===== src/rtl/edge_handshake_conv.sv =====
`timescale 1ns/1ps
module edge_handshake_conv (
  input  logic clk,
  input  logic rst_n,
  input  logic ev_in,
  input  logic arb_gnt,
  output logic arb_req,
  output logic sync_tog
);

  typedef enum logic [2:0] {
    RISE_IDLE = 3'd0,
    RISE_REQ  = 3'd1,
    RISE_GNT  = 3'd2,
    FALL_IDLE = 3'd3,
    FALL_REQ  = 3'd4,
    FALL_GNT  = 3'd5
  } ring_t;

  ring_t st, st_nx;

  always_comb begin
    st_nx = st;
    unique case (st)
      RISE_IDLE: if (ev_in)    st_nx = RISE_REQ;
      RISE_REQ:  if (arb_gnt)  st_nx = RISE_GNT;
      RISE_GNT:  if (!arb_gnt) st_nx = FALL_IDLE;
      FALL_IDLE: if (!ev_in)   st_nx = FALL_REQ;
      FALL_REQ:  if (arb_gnt)  st_nx = FALL_GNT;
      FALL_GNT:  if (!arb_gnt) st_nx = RISE_IDLE;
      default:                 st_nx = RISE_IDLE;
    endcase
  end

  always_ff @(posedge clk or negedge rst_n)
    if (!rst_n) st <= RISE_IDLE;
    else        st <= st_nx;

  assign arb_req  = (st == RISE_REQ) || (st == FALL_REQ);
  assign sync_tog = (st == RISE_GNT) || (st == FALL_IDLE) || (st == FALL_REQ);

endmodule



===== config.mk =====
export PLATFORM = sky130hd
export DESIGN_NAME = edge_handshake_conv
export DESIGN_NICKNAME = d
export VERILOG_FILES = /design/src/rtl/edge_handshake_conv.sv
export SDC_FILE = /design/constraint.sdc
export NUM_CORES = 1
export LEC_CHECK = 0
export CORE_AREA = 4 4 41 43
export CTS_CLUSTER_SIZE = 25
export DETAILED_ROUTE_END_ITERATION = 8
export DIE_AREA = 0 0 45 47
export GPL_TIMING_DRIVEN = 0
export PLACE_DENSITY_LB_ADDON = 0.2
export SYNTH_ARGS = -nofsm -noshare
export SYNTH_HDL_FRONTEND = slang
export SYNTH_SLANG_ARGS = --single-unit

===== constraint.sdc =====
create_clock -name clk -period 1.54 [get_ports clk]
set_clock_uncertainty 0.2 [all_clocks]
set_input_delay 0.231 -clock clk [delete_from_list [all_inputs] [get_ports clk]]
set_output_delay 0.231 -clock clk [all_outputs]
set_load 0.03 [all_outputs]

==> impl_metrics.ini, run 1 <==
[sta]
fin_crit_ns = 1.55
fmax_mhz = 643
finalSetupViolCount = 1
fin_crit_sh_pct = 101
rsz0062_at_grt = true
hold_violations = 0
whs_ns = 0.411
maxSlewHeadroom_pct = 88.9
maxSlewViolCount = 0
fin_ws_ns = -0.0140
tightest_slew_ns = 0.165
fin_tns_setup_ns = -0.0140

[critical_path]
reg2reg_setup_slack_ns = 0.07
r2r_start = st[1]
crit_start = st[1]
cp.arrival_ns = 1.12
worstPathMaxFanout = 2
r2r_cells = 5
crit_path_end = sync_tog
criticalPathCategory = register to output port
r2r-end = st[0]
required_ns = 1.11
cp-end-kind = output port
cp-start-kind = register

[clock_tree]
path_clk_slew_ns = 0.04
cts_tree = yes
cts-root-buf = clkbuf_4
clk_latency_ns = 0.23
clockBufferDepth = 2
htreeDepth = 1
clock_sinks = 3
numCtsBuffers = 3

[power]
total_power_uw = 779
netSwitchingPower_uw = 306
powerDensity_mw_per_mm2 = 2420
combPwrFrac_pct = 61.5
clock_power_share_pct = 17.6
ir_drop_uv = 764
netSwitchingFraction_pct = 39.3
p_int_uw = 473
power_frac_seq_pct = 21.0
p_leak_uw = 0.000144

[route]
wl_per_cell_um = 9.29
finalWirelength_um = 446
via_per_inst = 3.73
drc_errors = 0
drtIter0Drc = 0
vias = 179
drt_first_pass_iters = 1
ant_nets = 0

[status]
violations = setup timing
status = finished with violations

[synth]
async_reset_ff_share_pct = 100
yosysMostFrequentCell = dfrtp_1
ys_top_cells_by_count = dfrtp_1 (3), a21oi_1 (2), or2b_1 (2), xnor2_1 (2)
yosys_warnings = 0
yosys.area.top_type = dfrtp_1
synth_top_area_share_pct = 43.8
syn_area_um2 = 171
synth_cell_types = 13
ys_seq_area_share_pct = 43.8
syn_nets = 22
syn_inst = 18
syn_avg_cell_area_um2 = 9.52
yosys-top-cells-area = dfrtp_1 (44%), xnor2_1 (10%), or2b_1 (8.8%)
synth-edff-count = 0
synth_flop_cell = dfrtp_1
ys_seq_elements = 3

[die]
die_h_um = 47
die_x_um = 45
rows = 13
die_area_mm2 = 0.00212
core_area_mm2 = 0.00130
num_io_pins = 6
start_util_pct = 13.2

[min_path]
hold_path.class = input port to register
worst_hold_startpoint = arb_gnt

[placed_design]
numPortBuffers = 5
place_area_um2 = 244
place_congestion = 0.718
dp_hpwl_um = 272

[layout]
nets = 38
regMostFlops = st
diodes = 0
final_util_pct = 24.7
area_growth_syn_to_layout_pct = 87.6
largest_reg_flops = 3
design_area_um2 = 322
top_regs = st (3)
drive_above_1_share_pct = 36.4

[run]
cap_violations = 0

[grt]
grt_max_degree = 7
grt_pass1_vias = 182
grt_first_pass_wirelength_um = 717
grt_remaining_overflow = 0
grt_antenna_before_repair = 0
track_usage_pct = 5.71
==> cell usage in the layout (no fill, tap or decap) <==
cell type	netlist	layout
a21oi_1	2	2
clkbuf_4	0	3
or2b_1	2	2
buf_4	0	5
nand2b_1	1	1
dfrtp_1	3	2
nand2_1	1	1
nor2_1	1	1
xnor2_1	2	2
mux2i_1	1	1
clkbuf_1	0	1
dlygate4sd3_1	0	1
buf_6	0	2
o21bai_1	1	1
dfrtp_2	0	1
inv_1	1	1
nand3b_1	1	1
o22ai_1	1	1
clkdlybuf4s50_1	0	3
o21ai_2	0	1
==> worst min-delay path by stage <==
stage / to / slack (ns) / cells after the start
2_1_floorplan: st[0] / -0.26 / 0
3_3_place_gp: st[2] / 0.22 / 1
3_5_place_dp: st[2] / 0.22 / 1
4_1_cts: st[1] / 0.41 / 3
5_1_grt: st[1] / 0.44 / 3
6_report: st[1] / 0.41 / 3
==> stage by stage <==
| step | worst slack (ns) | instances |
|---|---|---|
| finish | -0.0140 | 48 |
| global route | -0.0788 | 48 |
| CTS | -0.0336 | 48 |
| detailed placement | -0.385 | 38 |
| global placement | -0.384 | 38 |
| floorplan | 0.137 | 18 |
==> kinds of logic (layout without fill, tap and decap cells) <==
group / after synthesis / count (layout) / synth area share (%)
xor gates and xnor gates: 2 / 2 / 10.2
muxes: 1 / 1 / 5.84
AOI/OAI and AO/OA: 5 / 5 / 16.8
buffers and inverters: 1 / 16 / 2.19
DFF: 3 / 3 / 43.8
and+or+nand+nor: 6 / 6 / 21.2
==> critical path, stage by stage, from the launching register on <==
cell     delay, ns
dfrtp_1       0.37
or2b_1        0.25
o21ai_2       0.13
buf_6         0.14
==> per-layer routing <==
layer  up-vias  GRT usage, %  share of wire, %
li1         90             -                 -
met1        78          5.50                41
met2         7          7.34                45
met3         4          1.53               7.4
met4         0          10.5               5.2
met5         -             0                 0
==> timing repair <==
action,in CTS,in global routing
buffers inserted,5,0
pin swaps,1,1
endpoints found under the setup margin,2,3
gates resized for setup,15,0
endpoints found under the hold margin,3,0
hold buffers,1,0
==> final cells by class <==
type	instances	area, um^2
Tap cell	15	18.8
Inverter	1	3.75
Sequential cell	3	76.3
Fill cell	162	980
Clock buffer	4	26.3
Multi-Input combinational cell	14	96.3
Timing Repair Buffer	11	100
==> power by group through the flow <==
stage	clock, uW	sequential (uW)	combinational (uW)
6_report	137	163	479
5_1_grt	151	173	518
2_1_floorplan	0	168	252
3_3_place_gp	0	182	361
3_5_place_dp	0	182	361
4_1_cts	146	162	480
No activity file was read; power rests on OpenSTA's default activity.
==> run 2: changes to the inputs <==
--- a/config.mk
+++ b/config.mk
@@ -5,6 +5,7 @@
 export SDC_FILE = /design/constraint.sdc
 export NUM_CORES = 1
 export LEC_CHECK = 0
+export CAP_MARGIN = 30
 export CORE_AREA = 4 4 41 43
 export CTS_CLUSTER_SIZE = 25
 export DETAILED_ROUTE_END_ITERATION = 8
==> results of run 2 <==
No change in the layout: final DEF, timing and power equal those of run 1.
==> run 3: changes to the inputs <==
--- a/config.mk
+++ b/config.mk
@@ -10,7 +10,6 @@
 export CTS_CLUSTER_SIZE = 25
 export DETAILED_ROUTE_END_ITERATION = 8
 export DIE_AREA = 0 0 45 47
-export GPL_TIMING_DRIVEN = 0
 export PLACE_DENSITY_LB_ADDON = 0.2
 export SYNTH_ARGS = -nofsm -noshare
 export SYNTH_HDL_FRONTEND = slang
==> run 3 against run 2 <==
  * The flow still finishes with violations (setup timing)
  * Routed wire length is 9.9% lower
  * Final cell count is 2.1% lower
  * Clock-buffer cell count stayed put
  * Via count is 3.9% lower
  * Hold slack worse by 0.13 ns
==> impl_metrics.ini, run 3 (synthesis gave the netlist of run 1 again) <==
[critical_path]
r2r-end = st[2]
cp-end-kind = output port
reg2reg_setup_slack_ns = 0.12
path_cells = or2b_1 -> o21ai_2 -> buf_6
slowest_stage = dfrtp_1
worstPathMaxFanout = 4
required_ns = 1.11
path_buf_inv = 1
crit_family = flip-flops
cp-start-kind = register
r2r_start = st[2]
cp.arrival_ns = 1.14
r2r_cells = 5
criticalPathCategory = register to output port
max_stage_delay_ns = 0.38

[layout]
nets = 37
mostFrequentLayoutCells = buf_4 (5), clkbuf_4 (3), clkdlybuf4s50_1 (3), dfrtp_1 (3)
nFillCells = 157
design_area_um2 = 309
drive_above_1_share_pct = 31.3
regMostFlops = st
diodes = 0
mostFrequentLayoutCell = buf_4
area_growth_syn_to_layout_pct = 80.3
largest_reg_flops = 3
final_util_pct = 23.8
top_regs = st (3)
layoutNonFillerInstCount = 47

[grt]
grt_remaining_overflow = 0
grt_pass1_vias = 182
track_usage_pct = 5.39
grt_first_pass_wirelength_um = 683
grt_antenna_before_repair = 0
grt_max_degree = 7

[placed_design]
place_area_um2 = 239
dp_hpwl_um = 264
numPortBuffers = 5
dp_cells = 38
place_ws_ns = 0.133
place_congestion = 0.696

[route]
drtIter0Drc = 1
ant_nets = 0
vias = 172
wl_per_cell_um = 8.55
drc_errors = 0
drt_first_pass_iters = 2
finalWirelength_um = 402
via_per_inst = 3.66

[sta]
fin_ws_ns = -0.0284
finalSetupViolCount = 2
whs_ns = 0.279
hold_violations = 0
fin_crit_sh_pct = 102
maxSlewHeadroom_pct = 85.1
rsz0062_at_grt = true
maxSlewViolCount = 0
fmax_mhz = 638
tightest_slew_ns = 0.224
fin_crit_ns = 1.57

[status]
status = finished with violations
violations = setup timing

[clock_tree]
clock_sinks = 3
cts-root-buf = clkbuf_4
cts_tree = yes
clk_latency_ns = 0.23
clockBufferDepth = 2
numCtsBuffers = 3
htreeDepth = 1
path_clk_slew_ns = 0.03

[die]
rows = 13
die_h_um = 47
start_util_pct = 13.2
die_area_mm2 = 0.00212
die_x_um = 45
core_area_mm2 = 0.00130
num_io_pins = 6

[min_path]
min_path_cells = 1
hold_path.class = register to register
worst_hold_startpoint = st[2]
worstHoldEndpoint = st[1]

[power]
ir_drop_uv = 695
p_leak_uw = 0.000138
powerDensity_mw_per_mm2 = 2400

[run]
cap_violations = 0
==> run 3: cell count changes in the layout (fill, tap and decap cells not counted) <==
cell and delta:
dfrtp_1 +1, buf_6 -1, dfrtp_2 -1
==> run 3: per-layer routing <==
metal	track usage, %	part of all wire [%]	vias up
li1	-	-	88
met1	5.05	39	73
met2	6.78	44	7
met3	1.53	11	4
met4	10.5	5.7	0
met5	0	0	-
==> run 3: report_power, final <==
part	total, uW	switching (uW)	internal, uW
clock network	137	39.6	97.0
registers	163	44.4	119
logic	441	212	229
total	741	296	445
==> run 3: worst max path at each step <==
stage / startpoint / endpoint / slack [ns] / depth (start not counted)
floorplan: st[1] / sync_tog / 0.14 / 2
global placement: st[1] / sync_tog / 0.13 / 3
detailed placement: st[1] / sync_tog / 0.13 / 3
CTS: st[2] / sync_tog / -0.03 / 3
global route: st[2] / arb_req / -0.11 / 4
finish: st[2] / sync_tog / -0.03 / 3
==> run 3: per-stage QoR <==
stage | power (uW) | setup TNS, ns
final | 741 | -0.0519
after global routing | 801 | -0.212
after CTS | 736 | -0.0520
after detailed placement | 525 | 0
after global placement | 527 | 0
after floorplan | 420 | 0
==> run 3: cell type report <==
cell class              instances  area [um^2]  area share (%)
well taps                      15         18.8            6.07
multi-input cells              14         96.3            31.2
flip-flops and latches          3         75.1            24.3
clock buffers                   4         26.3            8.50
inverters                       1         3.75            1.21
repair buffers                 10         88.8            28.7
==> run 3: timing repair <==
action,CTS,global route
buffers inserted,3,1
endpoints found under the setup margin,1,2
endpoints found under the hold margin,3,0
hold buffers,1,0
resized for setup,1,0
